## config.mk

```make
export PLATFORM = sky130hd
export DESIGN_NAME = mmd_window_bridge
export DESIGN_NICKNAME = d
export VERILOG_FILES = /design/src/rtl/mmd_bridge_pkg.sv /design/src/rtl/mmd_win_ctrl.sv /design/src/rtl/mmd_win_datapath.sv /design/src/rtl/mmd_window_bridge.sv
export SDC_FILE = /design/constraint.sdc
export NUM_CORES = 2
export LEC_CHECK = 0
export ABC_AREA = 1
export ABC_CLOCK_PERIOD_IN_PS = 5400
export BUFFER_PORTS_ARGS = -buffer_cell sky130_fd_sc_hd__buf_2
export CORE_AREA = 2 2 341 343
export DETAILED_ROUTE_END_ITERATION = 10
export DIE_AREA = 0 0 343 345
export GPL_TIMING_DRIVEN = 0
export SLEW_MARGIN = 10
export SYNTH_ARGS = -nofsm -noshare
export SYNTH_HDL_FRONTEND = slang
export SYNTH_SLANG_ARGS = --single-unit
```

## constraint.sdc

```tcl
create_clock -name clk -period 5.4 [get_ports clk]
set_input_delay 0.81 -clock clk [delete_from_list [all_inputs] [get_ports clk]]
set_output_delay 0.81 -clock clk [all_outputs]
set_load 0.005 [all_outputs]
```

## src/rtl/mmd_bridge_pkg.sv

```systemverilog
package mmd_bridge_pkg;

  // Function selected by the two top bits of the control word
  typedef enum logic [1:0] {
    FN_ADDR   = 2'b00,
    FN_DATA   = 2'b01,
    FN_INC_RW = 2'b10,
    FN_INC_WR = 2'b11
  } winFunc_e;

  // Strobes from the decoder to the datapath
  typedef struct packed {
    logic ldCtrl;   // load control word
    logic ldAddr;   // load latched address of selected device
    logic dataAcc;  // data access to the MMD port
    logic dataWr;   // that data access is a write
    logic incAddr;  // post-increment latched address
    logic selCtrl;  // read mux: control word
    logic selAddr;  // read mux: latched address
    logic selData;  // read mux: MMD read data
  } winStrobe_t;

endpackage

```

## src/rtl/mmd_win_ctrl.sv

```systemverilog
module mmd_win_ctrl
  import mmd_bridge_pkg::*;
#(
  parameter int REG_W    = 5,
  parameter int CTRL_REG = 13,
  parameter int DATA_REG = 14
) (
  input  logic             c22Valid,
  input  logic             c22Write,
  input  logic [REG_W-1:0] c22Reg,
  input  winFunc_e         func,
  output winStrobe_t       st
);

  localparam logic [REG_W-1:0] CTRL_IDX = REG_W'(CTRL_REG);
  localparam logic [REG_W-1:0] DATA_IDX = REG_W'(DATA_REG);

  logic hitCtrl;
  logic hitData;
  logic dataMode;

  always_comb begin
    hitCtrl  = c22Valid && (c22Reg == CTRL_IDX);
    hitData  = c22Valid && (c22Reg == DATA_IDX);
    dataMode = (func != FN_ADDR);

    st.ldCtrl  = hitCtrl && c22Write;
    st.ldAddr  = hitData && c22Write && !dataMode;
    st.dataAcc = hitData && dataMode;
    st.dataWr  = hitData && dataMode && c22Write;

    unique case (func)
      FN_INC_RW: st.incAddr = hitData;
      FN_INC_WR: st.incAddr = hitData && c22Write;
      default:   st.incAddr = 1'b0;
    endcase

    st.selCtrl = hitCtrl && !c22Write;
    st.selAddr = hitData && !c22Write && !dataMode;
    st.selData = hitData && !c22Write && dataMode;
  end

endmodule

```

## src/rtl/mmd_win_datapath.sv

```systemverilog
module mmd_win_datapath
  import mmd_bridge_pkg::*;
#(
  parameter int DATA_W = 16,
  parameter int DEV_W  = 5
) (
  input  logic              clk,
  input  logic              rstN,
  input  winStrobe_t        st,
  input  logic [DATA_W-1:0] c22Wdata,
  input  logic [DATA_W-1:0] mmdRdata,
  output winFunc_e          func,
  output logic [DATA_W-1:0] ctrlWord,
  output logic [DEV_W-1:0]  mmdDevad,
  output logic [DATA_W-1:0] mmdRegAddr,
  output logic [DATA_W-1:0] mmdWdata,
  output logic [DATA_W-1:0] c22Rdata
);

  localparam int NUM_DEV = 1 << DEV_W;
  localparam int FN_MSB  = DATA_W - 1;

  logic [DATA_W-1:0]               ctrlQ;
  logic [DEV_W-1:0]                devSel;
  logic [NUM_DEV-1:0][DATA_W-1:0]  addrVec;

  always_ff @(posedge clk) begin
    if (!rstN) begin
      ctrlQ <= '0;
    end else if (st.ldCtrl) begin
      ctrlQ <= c22Wdata;
    end
  end

  assign devSel   = ctrlQ[DEV_W-1:0];
  assign func     = winFunc_e'(ctrlQ[FN_MSB -: 2]);
  assign ctrlWord = ctrlQ;

  // One latched register address per device
  for (genvar g = 0; g < NUM_DEV; g++) begin : g_dev
    logic addrReg_sel;
    logic [DATA_W-1:0] addrReg;

    assign addrReg_sel = (devSel == DEV_W'(g));

    always_ff @(posedge clk) begin
      if (!rstN) begin
        addrReg <= '0;
      end else if (addrReg_sel && st.ldAddr) begin
        addrReg <= c22Wdata;
      end else if (addrReg_sel && st.incAddr) begin
        addrReg <= addrReg + DATA_W'(1);
      end
    end

    assign addrVec[g] = addrReg;
  end

  assign mmdDevad   = devSel;
  assign mmdRegAddr = addrVec[devSel];
  assign mmdWdata   = c22Wdata;

  always_comb begin
    if (st.selCtrl) begin
      c22Rdata = ctrlQ;
    end else if (st.selAddr) begin
      c22Rdata = addrVec[devSel];
    end else if (st.selData) begin
      c22Rdata = mmdRdata;
    end else begin
      c22Rdata = '0;
    end
  end

endmodule

```

## src/rtl/mmd_window_bridge.sv

```systemverilog
module mmd_window_bridge
  import mmd_bridge_pkg::*;
#(
  parameter int DATA_W   = 16,
  parameter int DEV_W    = 5,
  parameter int REG_W    = 5,
  parameter int CTRL_REG = 13,
  parameter int DATA_REG = 14
) (
  input  logic              clk,
  input  logic              rstN,
  input  logic              c22Valid,
  input  logic              c22Write,
  input  logic [REG_W-1:0]  c22Reg,
  input  logic [DATA_W-1:0] c22Wdata,
  output logic [DATA_W-1:0] c22Rdata,
  output logic              mmdStrobe,
  output logic              mmdWrite,
  output logic [DEV_W-1:0]  mmdDevad,
  output logic [DATA_W-1:0] mmdRegAddr,
  output logic [DATA_W-1:0] mmdWdata,
  input  logic [DATA_W-1:0] mmdRdata
);

  winStrobe_t        st;
  winFunc_e          func;
  logic [DATA_W-1:0] ctrlWord;

  mmd_win_ctrl #(
    .REG_W(REG_W), .CTRL_REG(CTRL_REG), .DATA_REG(DATA_REG)
  ) u_ctrl (
    .c22Valid(c22Valid),
    .c22Write(c22Write),
    .c22Reg  (c22Reg),
    .func    (func),
    .st      (st)
  );

  mmd_win_datapath #(
    .DATA_W(DATA_W), .DEV_W(DEV_W)
  ) u_dp (
    .clk       (clk),
    .rstN      (rstN),
    .st        (st),
    .c22Wdata  (c22Wdata),
    .mmdRdata  (mmdRdata),
    .func      (func),
    .ctrlWord  (ctrlWord),
    .mmdDevad  (mmdDevad),
    .mmdRegAddr(mmdRegAddr),
    .mmdWdata  (mmdWdata),
    .c22Rdata  (c22Rdata)
  );

  assign mmdStrobe = st.dataAcc;
  assign mmdWrite  = st.dataWr;

endmodule

```

# Word level (Yosys, flattened, before mapping)
# Cells that the tools add are included.
# totals
reg_bits	528
latchBits	0
ramBits	0
romBits	0
in_bits	41
out_inout_bits	55
mem_count	0
# classes
add_sub_neg	32
n_mul	0
div	0
order_cmp	1
eq_ne	35
shifts	0
muxes	70
bitwise_logic	0
n_reduce_logical	111
# op_table
cell	count
$mux W16	68
$add A16 B1 Y16 const B	32
$bmux W16 S5	1
$eq A5 B5 Y1 const B	16
$logic_and A1 B1 Y1	75
$reduce_bool A2 Y1	33
$eq A5 B4 Y1 const B	10
$eq A5 B3 Y1 const B	4
$eq A5 B2 Y1 const B	2
$lt A5 B6 Y1 const B	1
$eq A5 B1 Y1 const B	1
$logic_not A5 Y1	1
$eq A2 B2 Y1 const B	2
$logic_not A1 Y1	2
$pmux W1 S2	1

# Depth between registers and ports, before layout
# logic_depth
depth_word	7
depth_mapped	13
mapped_depth_nobuf	12

# Modules after synthesis
# Synthesis repeated with hierarchy kept, for this count alone.
# hier_totals
hier_cells	6408
hier_area_um2	37160.6
# by_module_without_submodules
mod	instances	cells_each	area_per_inst_um2	seq_area_each_um2
mmd_win_datapath	1	6383	37038.0	10570.1
mmd_win_ctrl	1	25	122.6	0.0

# Least setup slack after synthesis
# Ideal clock, no wire load.
# synth_timing
path_type	input -> output
from	input c22Reg[4]
to	output c22Rdata[10]
arrival_time_ns	2.210
path_slack_ns	2.380
cell_stages	8
cell_sequence	inv_1 -> nand2_1 -> nor3_4 -> inv_1 -> nor3_1 -> clkbuf_1 -> nand3_1 -> nand3_1
# synth_via
elab_chain_cells	7
word_cells_on_any_way	11
# synth_lines
element	line	rtl
start, declared	mmd_window_bridge.sv:14	input logic [REG_W-1:0] c22Reg,
$eq A5 B4 Y1	mmd_win_ctrl.sv:24	hitData = c22Valid && (c22Reg == DATA_IDX);
$logic_and A1 B1 Y1	mmd_win_ctrl.sv:24	
$logic_and A1 B1 Y1	mmd_win_ctrl.sv:39, mmd_win_ctrl.sv:40	
$logic_and A1 B1 Y1	mmd_win_ctrl.sv:40	st.selData = hitData && !c22Write && dataMode;
$mux W16	mmd_win_datapath.sv:68	end else if (st.selData) begin
$mux W16	mmd_win_datapath.sv:66	end else if (st.selAddr) begin
$mux W16 *	mmd_win_datapath.sv:64	if (st.selCtrl) begin
end, declared	mmd_window_bridge.sv:16	output logic [DATA_W-1:0] c22Rdata,
# Mark *: on every way between the ends. The rest lies on a longest branch, timed or not.

# Final worst setup path
# layout_timing
from	register u_dp.ctrlQ[1], in the netlist u_dp.ctrlWord[1]
to	output c22Rdata[8]
# layout_via
elab_chain_cells	4
# layout_lines
element	line	rtl
start, declared	mmd_win_datapath.sv:23	logic [DATA_W-1:0] ctrlQ;
start signal, assigned	mmd_win_datapath.sv:31	ctrlQ <= c22Wdata;
$bmux W16 S5	mmd_win_datapath.sv:67	c22Rdata = addrVec[devSel];
$mux W16 (not written as such)	mmd_win_datapath.sv:67	
$mux W16	mmd_win_datapath.sv:66	
$mux W16	mmd_win_datapath.sv:64	
# Every way passes these cells. The select of a mux whose other input is x is not followed.

==> run summary <==
===============================================================================
Worst path setup slack after routing                                 -0.2152 ns
Number of vias after detailed routing                                    51,670
Internal power consumption                                             6.861 mW
Total count of hold-check failures in the final report                        0
Placement-stage worst setup slack                                    0.06064 ns
First-iteration detailed-routing DRC count                                8,397
Number of H-tree levels                                                       3
Switching Power                                                        2.436 mW
Post CTS Setup Buffer Count                                                   0
Worst Hold Class                                                   register to register
Tightest hold margin                                                  0.4479 ns
Largest driver fanout on the critical path                                   10
Final cell count without fillers                                          9,101
CTS buffer count                                                             70
Total of endpoints with negative setup slack in the final report             27
Final worst clock skew                                               0.03350 ns
Synth area leaders                                                 sky130_fd_sc_hd__dfxtp_1, sky130_fd_sc_hd__nand2_1, sky130_fd_sc_hd__nor2_1
Syn_nets                                                                  7,406
Fraction of the yosys area taken by sequential cells                     26.48%
Final weighted congestion in routability-driven placement                 1.165
Wire length of the first global-routing pass                         329,200 um
Netlist cell types                                                           34
Number of instances in the synthesized netlist                            7,333
Die outline area                                                   118,300 sq um
Violated checks                                                    capacitance limit, slew limit, setup timing
Pwr Total                                                              9.297 mW
Estimated wirelength of the detail-placed design                     175,600 um
Cell area after layout                                             44,970 sq um
First-pass iteration count of the detailed router                             9
Sw frac                                                                  26.21%
Max-Cap Viols                                                                 4
Post-route clock period utilization                                      104.0%
Post-DRT Antenna Nets                                                         0
Startpoint kind of the worst setup timing path                         register
Leakage Power                                                          19.12 nW
Slew HR                                                                 -5.935%
Post-Synthesis Mean Instance Area                                   5.444 sq um
Relative contribution of combinational cells to total power                4.2%
Clock network fraction of total power                                     53.9%
Flop-to-flop setup slack                                                0.20 ns
Final net count                                                           7,577
Length in cells of the worst reg-to-reg path                                 10
Area share of the largest cell type after synthesis                      26.48%
CTS Buffer Depth                                                              3
Power per cell area                                                206.7 nW/um^2
Fraction of registers with async set or reset after synthesis                0%
Peak ir drop on the vdd network                                     0.0002215 V
Worst flop-to-flop path endpoint                                   u_dp.g_dev[17].addrReg[3]$_SDFFE_PN0P_
Global route total overflow                                                   0
Number of synthesized flops with an enable pin                                0
Final Critical Period                                                  5.615 ns
Most frequent cells in the layout                                  sky130_fd_sc_hd__nand2_1, sky130_fd_sc_hd__nor2_1, sky130_fd_sc_hd__inv_1
Total negative slack                                                  -2.882 ns
Transition time at the pin with the least slew margin                  1.589 ns
Standard-cell rows                                                          125
Aggregate global-route resource usage                                    38.75%
Sort of element at the end of the critical path                    primary output
Floorplan die width                                                      343 um
Area added between synthesis and finish                                  12.65%
Clock Sink Count                                                            528
# port buffers                                                               91
Worst Min Path Start                                               u_dp.ctrlWord[5]$_SDFFE_PN0P_
Starting density of the core                                             34.68%
Vias in the first global route                                           45,301
Clock root buffer master                                           sky130_fd_sc_hd__clkbuf_16
Clock insertion delay at the later pin of the skew report               0.71 ns
Max Transition Viols Final                                                   32
Sequential power share                                                    41.9%
Vias per cell                                                             5.677
Clock-pin transition on the worst setup and hold timing paths           0.06 ns
Placed cell count                                                         8,956
CTS tree                                                                    yes
Number of instances on the worst hold path                                    2
Ys Warns                                                                      0
Placement Cell Area                                                42,510 sq um
Pin count of the biggest net entering global routing                         13
Initial antenna violation count                                              20
Core region area                                                   115,100 sq um
Outcome                                                            finished with violations
I/O pins                                                                     96
WHS Endpoint                                                       u_dp.ctrlWord[5]$_SDFFE_PN0P_
Hold Buf Count CTS                                                            0
Drt drc                                                                       0
Highest clock rate                                                   0.1781 GHz
Ratio of cells with drive above 1 in the final layout                    6.234%
Commonest non-fill, non-tap cell in the layout                     sky130_fd_sc_hd__nand2_1
Required arrival time at the worst endpoint                             4.59 ns
Chip height                                                              345 um
Reg-to-reg critical path startpoint                                u_dp.ctrlWord[14]$_SDFFE_PN0P_
Cell taking the most area after synthesis                          sky130_fd_sc_hd__dfxtp_1
Top_reg_cell synth                                                 sky130_fd_sc_hd__dfxtp_1
Post_cts resized                                                             14
Arrival time worst endpoint                                             4.81 ns
Routed length per instance                                             26.20 um
Yosys reg bits                                                              528
Netlist area before placement                                      39,920 sq um
Critical Setup Path Class                                          register to primary output
Final WL                                                             238,500 um
Utilization after layout                                                 39.07%
===============================================================================
==> state kept, by name, indices dropped and copies added, names as in the netlist <==
signal and cells:
u_dp.g_dev.addrReg 512, u_dp.ctrlWord 16
==> worst max-delay path by stage <==
stage | startpoint | endpoint | slack (ns) | cells after the start
finish | u_dp.ctrlWord[1]$_SDFFE_PN0P_ | c22Rdata[8] | -0.22 | 14
global route | u_dp.ctrlWord[1]$_SDFFE_PN0P_ | c22Rdata[10] | -0.002 | 12
CTS | u_dp.ctrlWord[1]$_SDFFE_PN0P_ | mmdRegAddr[7] | 0.005 | 13
detailed placement | u_dp.ctrlWord[1]$_SDFFE_PN0P_ | mmdRegAddr[7] | 0.06 | 13
global placement | u_dp.ctrlWord[1]$_SDFFE_PN0P_ | c22Rdata[9] | -0.32 | 12
floorplan | c22Reg[4] | c22Rdata[10] | 2.38 | 8
==> power by group through the flow <==
stage / clock, mW / sequential [mW] / combinational, mW
floorplan: 0 / 3.98 / 0.128
global placement: 0 / 3.98 / 0.357
detailed placement: 0 / 3.98 / 0.360
CTS: 5.00 / 3.90 / 0.361
global route: 5.18 / 3.90 / 0.376
finish: 5.01 / 3.90 / 0.389
==> routing by layer <==
layer / global-route usage [%] / routed length [um] / vias up
met4: 30.30 / 21620 / 4
met5: 0 / 46 / -
met3: 11.88 / 31280 / 827
li1: - / - / 23536
met2: 53.62 / 94150 / 3498
met1: 49.46 / 91390 / 23805
==> area by class of cell <==
type | instances | area (sq um)
fillers | 12991 | 70140
multi-input cells | 5684 | 25010
flip-flops and latches | 528 | 10570
inverters | 790 | 2965
clock buffers | 99 | 2034
well taps | 1524 | 1907
plain buffers | 331 | 1523
repair buffers | 99 | 610.6
clock inverters | 24 | 296.5
diodes | 22 | 55.05
==> logic make-up (layout without fill, tap and decap cells) <==
family | Yosys count | after routing | synth area share [%]
AND/OR/NAND/NOR | 4562 | 4562 | 46.59
buffers and inverters | 1121 | 1343 | 10.99
flip-flops | 528 | 528 | 26.48
other | 0 | 22 | 0
XOR/XNOR | 95 | 95 | 2.084
AO/OA/AOI/OAI | 995 | 995 | 12.85
adder cells (fa/ha/maj) | 32 | 32 | 1.003
==> synth_stat cells, types with 15 or more instances <==
library cell / number
sky130_fd_sc_hd__ha_1: 32
sky130_fd_sc_hd__xor2_1: 77
sky130_fd_sc_hd__inv_1: 762
sky130_fd_sc_hd__o22ai_1: 29
sky130_fd_sc_hd__nand4_1: 138
sky130_fd_sc_hd__nand2_1: 2619
sky130_fd_sc_hd__buf_4: 23
sky130_fd_sc_hd__buf_1: 24
sky130_fd_sc_hd__a21oi_1: 548
sky130_fd_sc_hd__nor2_2: 24
sky130_fd_sc_hd__buf_2: 63
sky130_fd_sc_hd__nand3_1: 537
sky130_fd_sc_hd__nor2_1: 1031
sky130_fd_sc_hd__and2_1: 16
sky130_fd_sc_hd__clkbuf_1: 219
sky130_fd_sc_hd__inv_2: 23
sky130_fd_sc_hd__nor3_1: 129
sky130_fd_sc_hd__nand2_2: 15
sky130_fd_sc_hd__o21ai_0: 372
sky130_fd_sc_hd__xnor2_1: 18
sky130_fd_sc_hd__a22oi_1: 30
sky130_fd_sc_hd__or2_2: 39
sky130_fd_sc_hd__dfxtp_1: 528
==> critical path, cell delays in order, from the launching register on <==
cell                              delay [ns]
sky130_fd_sc_hd__dfxtp_1                0.59
sky130_fd_sc_hd__inv_2                  0.31
sky130_fd_sc_hd__nand2_1                0.33
sky130_fd_sc_hd__clkbuf_4               0.42
sky130_fd_sc_hd__clkdlybuf4s18_2        0.58
sky130_fd_sc_hd__nor2_1                 0.12
sky130_fd_sc_hd__nor2_1                 0.24
sky130_fd_sc_hd__nand2_1                0.19
sky130_fd_sc_hd__nand2_1                0.13
sky130_fd_sc_hd__nand2_1                0.16
sky130_fd_sc_hd__nor2_1                 0.48
sky130_fd_sc_hd__nand2_1                0.17
sky130_fd_sc_hd__nand3_1                0.12
sky130_fd_sc_hd__nand3_1                0.07
sky130_fd_sc_hd__buf_2                  0.13
Note: power is estimated with default switching activity, not from simulation.
